--- src/rtl/mc_ctrl_pkg.sv ---
// Shared types for the multi-cycle control sequencer.
// Assumes: binary-encoded step numbers; the values of the control fields
// are fixed by the datapath multiplexers they drive.
package mc_ctrl_pkg;

    localparam int STATE_W = 4;

    typedef enum logic [STATE_W-1:0] {
        ST_FETCH  = 4'd0,
        ST_DECODE = 4'd1,
        ST_ADDR   = 4'd2,
        ST_LDMEM  = 4'd3,
        ST_LDWB   = 4'd4,
        ST_STMEM  = 4'd5,
        ST_EXEC   = 4'd6,
        ST_RWB    = 4'd7,
        ST_BRANCH = 4'd8,
        ST_JUMP   = 4'd9,
        ST_LUI    = 4'd10
    } state_e;

    typedef enum logic [2:0] {
        CLS_RTYPE,
        CLS_LOAD,
        CLS_STORE,
        CLS_BRANCH,
        CLS_JUMP,
        CLS_LUI,
        CLS_NONE
    } op_class_e;

    localparam logic [1:0] WB_ALUOUT = 2'b00;
    localparam logic [1:0] WB_MDR    = 2'b01;
    localparam logic [1:0] WB_UPPER  = 2'b10;

    localparam logic [1:0] SRCB_REG   = 2'b00;
    localparam logic [1:0] SRCB_FOUR  = 2'b01;
    localparam logic [1:0] SRCB_IMM   = 2'b10;
    localparam logic [1:0] SRCB_IMMSH = 2'b11;

    localparam logic [1:0] PCS_ALU    = 2'b00;
    localparam logic [1:0] PCS_ALUOUT = 2'b01;
    localparam logic [1:0] PCS_JUMP   = 2'b10;

    localparam logic [1:0] AOP_ADD    = 2'b00;
    localparam logic [1:0] AOP_SUB    = 2'b01;
    localparam logic [1:0] AOP_FUNCT  = 2'b10;

    typedef struct packed {
        logic       pc_we;
        logic       pc_we_cond;
        logic       addr_sel_data;
        logic       mem_rd;
        logic       mem_wr;
        logic       ir_we;
        logic       rf_we;
        logic       rf_dst_rd;
        logic       alu_a_sel;
        logic [1:0] wb_sel;
        logic [1:0] pc_src;
        logic [1:0] alu_op;
        logic [1:0] alu_b_sel;
    } ctrl_t;

endpackage

--- src/rtl/mc_ctrl_classify.sv ---
// Opcode classifier: maps the opcode field to an instruction class.
// Assumes: the opcode holds steady for the whole instruction (it comes from
// the instruction register); codes that match no parameter are CLS_NONE.
module mc_ctrl_classify
    import mc_ctrl_pkg::*;
#(
    parameter int                OP_W      = 6,
    parameter logic [OP_W-1:0]   RTYPE_OP  = 6'b000000,
    parameter logic [OP_W-1:0]   LOAD_OP   = 6'b100011,
    parameter logic [OP_W-1:0]   STORE_OP  = 6'b101011,
    parameter logic [OP_W-1:0]   BRANCH_OP = 6'b000100,
    parameter logic [OP_W-1:0]   JUMP_OP   = 6'b000010,
    parameter logic [OP_W-1:0]   LUI_OP    = 6'b001111
) (
    input  logic [OP_W-1:0] opcode,
    output op_class_e       cls
);

    // Compare the opcode against each decoded code in turn.
    always_comb begin
        if (opcode == RTYPE_OP)       cls = CLS_RTYPE;
        else if (opcode == LOAD_OP)   cls = CLS_LOAD;
        else if (opcode == STORE_OP)  cls = CLS_STORE;
        else if (opcode == BRANCH_OP) cls = CLS_BRANCH;
        else if (opcode == JUMP_OP)   cls = CLS_JUMP;
        else if (opcode == LUI_OP)    cls = CLS_LUI;
        else                          cls = CLS_NONE;
    end

endmodule

--- src/rtl/mc_ctrl_seq.sv ---
// Step register and next-step logic of the control sequencer.
// Assumes: synchronous active-low reset; the class input is only consulted
// in the decode and address steps.
module mc_ctrl_seq
    import mc_ctrl_pkg::*;
(
    input  logic      clk,
    input  logic      rst_n,
    input  op_class_e cls,
    output state_e    state
);

    state_e state_nxt;

    // Choose the following step from the current step and instruction class.
    always_comb begin
        unique case (state)
            ST_FETCH:  state_nxt = ST_DECODE;
            ST_DECODE: begin
                unique case (cls)
                    CLS_RTYPE:  state_nxt = ST_EXEC;
                    CLS_LOAD:   state_nxt = ST_ADDR;
                    CLS_STORE:  state_nxt = ST_ADDR;
                    CLS_BRANCH: state_nxt = ST_BRANCH;
                    CLS_JUMP:   state_nxt = ST_JUMP;
                    CLS_LUI:    state_nxt = ST_LUI;
                    default:    state_nxt = ST_FETCH;
                endcase
            end
            ST_ADDR:   state_nxt = (cls == CLS_STORE) ? ST_STMEM : ST_LDMEM;
            ST_LDMEM:  state_nxt = ST_LDWB;
            ST_EXEC:   state_nxt = ST_RWB;
            default:   state_nxt = ST_FETCH;
        endcase
    end

    // Hold the current step; reset forces fetch.
    always_ff @(posedge clk) begin
        if (!rst_n) begin
            state <= ST_FETCH;
        end else begin
            state <= state_nxt;
        end
    end

endmodule

--- src/rtl/mc_ctrl_outputs.sv ---
// Moore output decoder: one control vector per step.
// Assumes: every field not set for a step stays at zero.
module mc_ctrl_outputs
    import mc_ctrl_pkg::*;
(
    input  state_e state,
    output ctrl_t  ctrl
);

    // Produce the control vector of the current step.
    always_comb begin
        ctrl = '0;
        unique case (state)
            ST_FETCH: begin
                ctrl.mem_rd    = 1'b1;
                ctrl.ir_we     = 1'b1;
                ctrl.pc_we     = 1'b1;
                ctrl.alu_b_sel = SRCB_FOUR;
                ctrl.alu_op    = AOP_ADD;
                ctrl.pc_src    = PCS_ALU;
            end
            ST_DECODE: begin
                ctrl.alu_b_sel = SRCB_IMMSH;
                ctrl.alu_op    = AOP_ADD;
            end
            ST_ADDR: begin
                ctrl.alu_a_sel = 1'b1;
                ctrl.alu_b_sel = SRCB_IMM;
                ctrl.alu_op    = AOP_ADD;
            end
            ST_LDMEM: begin
                ctrl.mem_rd        = 1'b1;
                ctrl.addr_sel_data = 1'b1;
            end
            ST_LDWB: begin
                ctrl.rf_we  = 1'b1;
                ctrl.wb_sel = WB_MDR;
            end
            ST_STMEM: begin
                ctrl.mem_wr        = 1'b1;
                ctrl.addr_sel_data = 1'b1;
            end
            ST_EXEC: begin
                ctrl.alu_a_sel = 1'b1;
                ctrl.alu_b_sel = SRCB_REG;
                ctrl.alu_op    = AOP_FUNCT;
            end
            ST_RWB: begin
                ctrl.rf_we     = 1'b1;
                ctrl.rf_dst_rd = 1'b1;
                ctrl.wb_sel    = WB_ALUOUT;
            end
            ST_BRANCH: begin
                ctrl.alu_a_sel  = 1'b1;
                ctrl.alu_b_sel  = SRCB_REG;
                ctrl.alu_op     = AOP_SUB;
                ctrl.pc_we_cond = 1'b1;
                ctrl.pc_src     = PCS_ALUOUT;
            end
            ST_JUMP: begin
                ctrl.pc_we  = 1'b1;
                ctrl.pc_src = PCS_JUMP;
            end
            ST_LUI: begin
                ctrl.rf_we  = 1'b1;
                ctrl.wb_sel = WB_UPPER;
            end
            default: ctrl = '0;
        endcase
    end

endmodule

--- src/rtl/mc_ctrl_fsm.sv ---
// Top of the multi-cycle control sequencer: classifier, step register and
// output decoder wired together, control vector flattened onto ports.
// Assumes: opcode comes from the instruction register and is stable after fetch.
module mc_ctrl_fsm
    import mc_ctrl_pkg::*;
#(
    parameter int              OP_W      = 6,
    parameter logic [OP_W-1:0] RTYPE_OP  = 6'b000000,
    parameter logic [OP_W-1:0] LOAD_OP   = 6'b100011,
    parameter logic [OP_W-1:0] STORE_OP  = 6'b101011,
    parameter logic [OP_W-1:0] BRANCH_OP = 6'b000100,
    parameter logic [OP_W-1:0] JUMP_OP   = 6'b000010,
    parameter logic [OP_W-1:0] LUI_OP    = 6'b001111
) (
    input  logic            clk,
    input  logic            rst_n,
    input  logic [OP_W-1:0] opcode,
    output logic            pc_we,
    output logic            pc_we_cond,
    output logic            addr_sel_data,
    output logic            mem_rd,
    output logic            mem_wr,
    output logic [1:0]      wb_sel,
    output logic            ir_we,
    output logic [1:0]      pc_src,
    output logic [1:0]      alu_op,
    output logic            alu_a_sel,
    output logic [1:0]      alu_b_sel,
    output logic            rf_we,
    output logic            rf_dst_rd
);

    op_class_e cls;
    state_e    state;
    ctrl_t     ctrl;

    mc_ctrl_classify #(
        .OP_W      (OP_W),
        .RTYPE_OP  (RTYPE_OP),
        .LOAD_OP   (LOAD_OP),
        .STORE_OP  (STORE_OP),
        .BRANCH_OP (BRANCH_OP),
        .JUMP_OP   (JUMP_OP),
        .LUI_OP    (LUI_OP)
    ) u_classify (
        .opcode (opcode),
        .cls    (cls)
    );

    mc_ctrl_seq u_seq (
        .clk   (clk),
        .rst_n (rst_n),
        .cls   (cls),
        .state (state)
    );

    mc_ctrl_outputs u_outputs (
        .state (state),
        .ctrl  (ctrl)
    );

    // Flatten the control vector onto the output ports.
    always_comb begin
        pc_we         = ctrl.pc_we;
        pc_we_cond    = ctrl.pc_we_cond;
        addr_sel_data = ctrl.addr_sel_data;
        mem_rd        = ctrl.mem_rd;
        mem_wr        = ctrl.mem_wr;
        wb_sel        = ctrl.wb_sel;
        ir_we         = ctrl.ir_we;
        pc_src        = ctrl.pc_src;
        alu_op        = ctrl.alu_op;
        alu_a_sel     = ctrl.alu_a_sel;
        alu_b_sel     = ctrl.alu_b_sel;
        rf_we         = ctrl.rf_we;
        rf_dst_rd     = ctrl.rf_dst_rd;
    end

endmodule

--- config.mk ---
export PLATFORM = sky130hd
export DESIGN_NAME = mc_ctrl_fsm
export DESIGN_NICKNAME = d
export VERILOG_FILES = /design/src/rtl/mc_ctrl_pkg.sv /design/src/rtl/mc_ctrl_classify.sv /design/src/rtl/mc_ctrl_seq.sv /design/src/rtl/mc_ctrl_outputs.sv /design/src/rtl/mc_ctrl_fsm.sv
export SDC_FILE = /design/constraint.sdc
export NUM_CORES = 1
export LEC_CHECK = 0
export ABC_AREA = 1
export ABC_CLOCK_PERIOD_IN_PS = 2800
export CORE_AREA = 2 2 39 41
export CTS_BUF_LIST = sky130_fd_sc_hd__clkbuf_4 sky130_fd_sc_hd__clkbuf_8
export DETAILED_ROUTE_END_ITERATION = 16
export DIE_AREA = 0 0 41 43
export GPL_TIMING_DRIVEN = 1
export PLACE_DENSITY_LB_ADDON = 0.05
export REMOVE_ABC_BUFFERS = 1
export SKIP_LAST_GASP = 1
export SLEW_MARGIN = 20
export SYNTH_ARGS = -nofsm -noshare
export SYNTH_HDL_FRONTEND = slang
export SYNTH_SLANG_ARGS = --single-unit
--- constraint.sdc ---
create_clock -name clk -period 2.8 [get_ports clk]
set_input_delay 0.56 -clock clk [delete_from_list [all_inputs] [get_ports clk]]
set_output_delay 0.56 -clock clk [all_outputs]
set_load 0.02 [all_outputs]
==> metrics <==
Core ar.=between 1000 and 1500 µm²; Clock transition at path regs=roughly 0.030 ns; synth-to-layout area growth=60.7%; Worst-Margin Slew=0.364 ns; layout cells sized above 1=8.00%; CP max FO=6; cell row count=14; clk_skew=roughly 0.0025 ns; Initial Utilization=a little under a third; first-pass GRT wire length=approximately 1900 µm; most common cell after layout, fill and taps aside=clkdlybuf4s50_1; setup TNS=0 ns; Top Registers=u_seq.state x4; drt total wl=1050 µm; number of routed nets with antenna violations=0; number of global-route vias before repair=between 400 and 500; Syn Area/Cell=~5.6 µm²; CTS Buf Count=3; all-layer global routing usage=between 15 and 20%; Setup crit start kind=register; number of remaining DRC errors=0; GRT Residual Overflow=0; hold_buf cts=0; Max Fclk=between 400 and 500 MHz; Seq cells post-synth=4; Final WS setup=0.378 ns; Die W=41 µm; final setup fails=0; CTS Root Cell=clkbuf_4; Power Dens Cells=roughly 270 nW/µm²; Post-DP HPWL=921 µm; Inst Count DP=113; H-tree depth=1; synthesized area=between 400 and 500 µm²; sequential share of the synthesized area=18.8%; CP Class=reg2out; Tmin final=2.42 ns; worst path cell trace=or2_1, nor2_2, or3_1, clkdlybuf4s50_1; outcome=completed; Routed wire per std cell=between 9 and 10 µm; clk_lat worst skew=between 0.2 and 0.25 ns; layout net count=110; CTS resizes=0; RSZ-0062 raised after global routing=no; Slew headroom=75.7%; Netlist cell types=20; gpl congestion=between 0.7 and 0.8; Period Utilization, post-route=slightly below 90%; Max Buffers Root-to-Sink=2; Static Leakage=around 0.3 nW; Hold/Removal Path Class=reg2reg; max_cap viols=0; initial DRC count=12; initial antenna violation count=0; Ant. Diodes=0; vias per cell=between 4 and 5; Worst path slowest cell=clkdlybuf4s50_1; CTS tree=done; Max VDD drop=between 200 and 300 µV; Ys Warns=0; largest net degree at the start of global routing=9; Tot Pwr=186 µW; vias=550; Mapped Cells=76; pre-CTS setup slack=approximately 0.61 ns; Top Ports=25; fin cells=~120; worst path arrival time=between 1.5 and 2 ns; Reg with most FFs=u_seq.state; max-slew violation count=0; Port Buffers=24; Die Area=around 1800 µm²; most frequent cells in the layout=clkdlybuf4s50_1 (24), nor2_1 (20), nand2_1 (11); # clock sinks=4; drt first pass iters=3; max incr delay on CP=about 0.54 ns; Critical Path RT=about 2.2 ns; Post-CTS Setup Bufs=0; final hold vios=0; Crit. End Element=output pin; Die Ht=about 43 µm; max FFs per register=4
worst max-delay path, delay by kind of cell, from the launching register on:
kind / cells / cell delay (ns)
buffers and inverters: 1 / 0.54
and+or+nand+nor: 3 / 0.71
DFF: 1 / 0.38
metal layers:
metal | global-route usage [%] | vias up | wire length (µm)
li1 | - | 294 | -
met1 | 16.8 | 237 | 434
met2 | 26.9 | 19 | 549
met3 | 5.24 | 0 | 64
met4 | 2.00 | 0 | 0
met5 | 0 | - | 0
cell families after synthesis:
family | share of synthesized area (%)
AOI/OAI and AO/OA | 10.3
DFF | 18.8
buffers and inverters | 15.2
and+or+nand+nor | 55.7
final timing paths:
check | startpoint | to | slack (ns) | cells after the start
hold / removal | u_seq.state[0] | u_seq.state[0] | 0.52 | 1
setup reg to reg | u_seq.state[2] | u_seq.state[2] | 1.58 | 6
setup / recovery | u_seq.state[0] | alu_a_sel | 0.38 | 4
hold reg to reg | u_seq.state[0] | u_seq.state[0] | 0.52 | 1
synthesized netlist by cell type, drive strengths merged:
library cell	number	area share, %
nor2	23	24
inv	11	9.7
nand2	11	9.7
nand3	6	7.0
a21oi	4	4.7
dfxtp	4	19
nand4	4	5.9
o21ai	4	5.6
buf	3	5.6
or2	2	2.9
or3	2	2.9
nor3	1	1.2
nor3b	1	1.8
layout make-up:
type,count,area [µm²]
flip-flops and latches,4,80.1
repair buffers,24,240
multi-input cells,58,282
fillers,162,698
well taps,16,20.0
inverters,11,41.3
clock buffers,3,22.5
report_power, final:
group / switching, mW / internal (mW) / leakage, nW
clock network: 0.0201 / 0.0477 / 0.0138
registers: 0.00175 / 0.0589 / 0.0326
logic: 0.0302 / 0.0271 / 0.256
total: 0.0520 / 0.134 / 0.302
stage by stage:
stage | area [µm²] | utilization, % | hold WS [ns]
2_1_floorplan | 403 | - | 0.466
3_3_place_gp | 663 | 47.9 | 0.508
3_5_place_dp | 663 | 47.9 | 0.519
4_1_cts | 686 | 49.5 | 0.525
5_1_grt | 686 | 49.5 | 0.564
6_report | 686 | 49.5 | 0.516
Power figures use the tool's default switching activity.
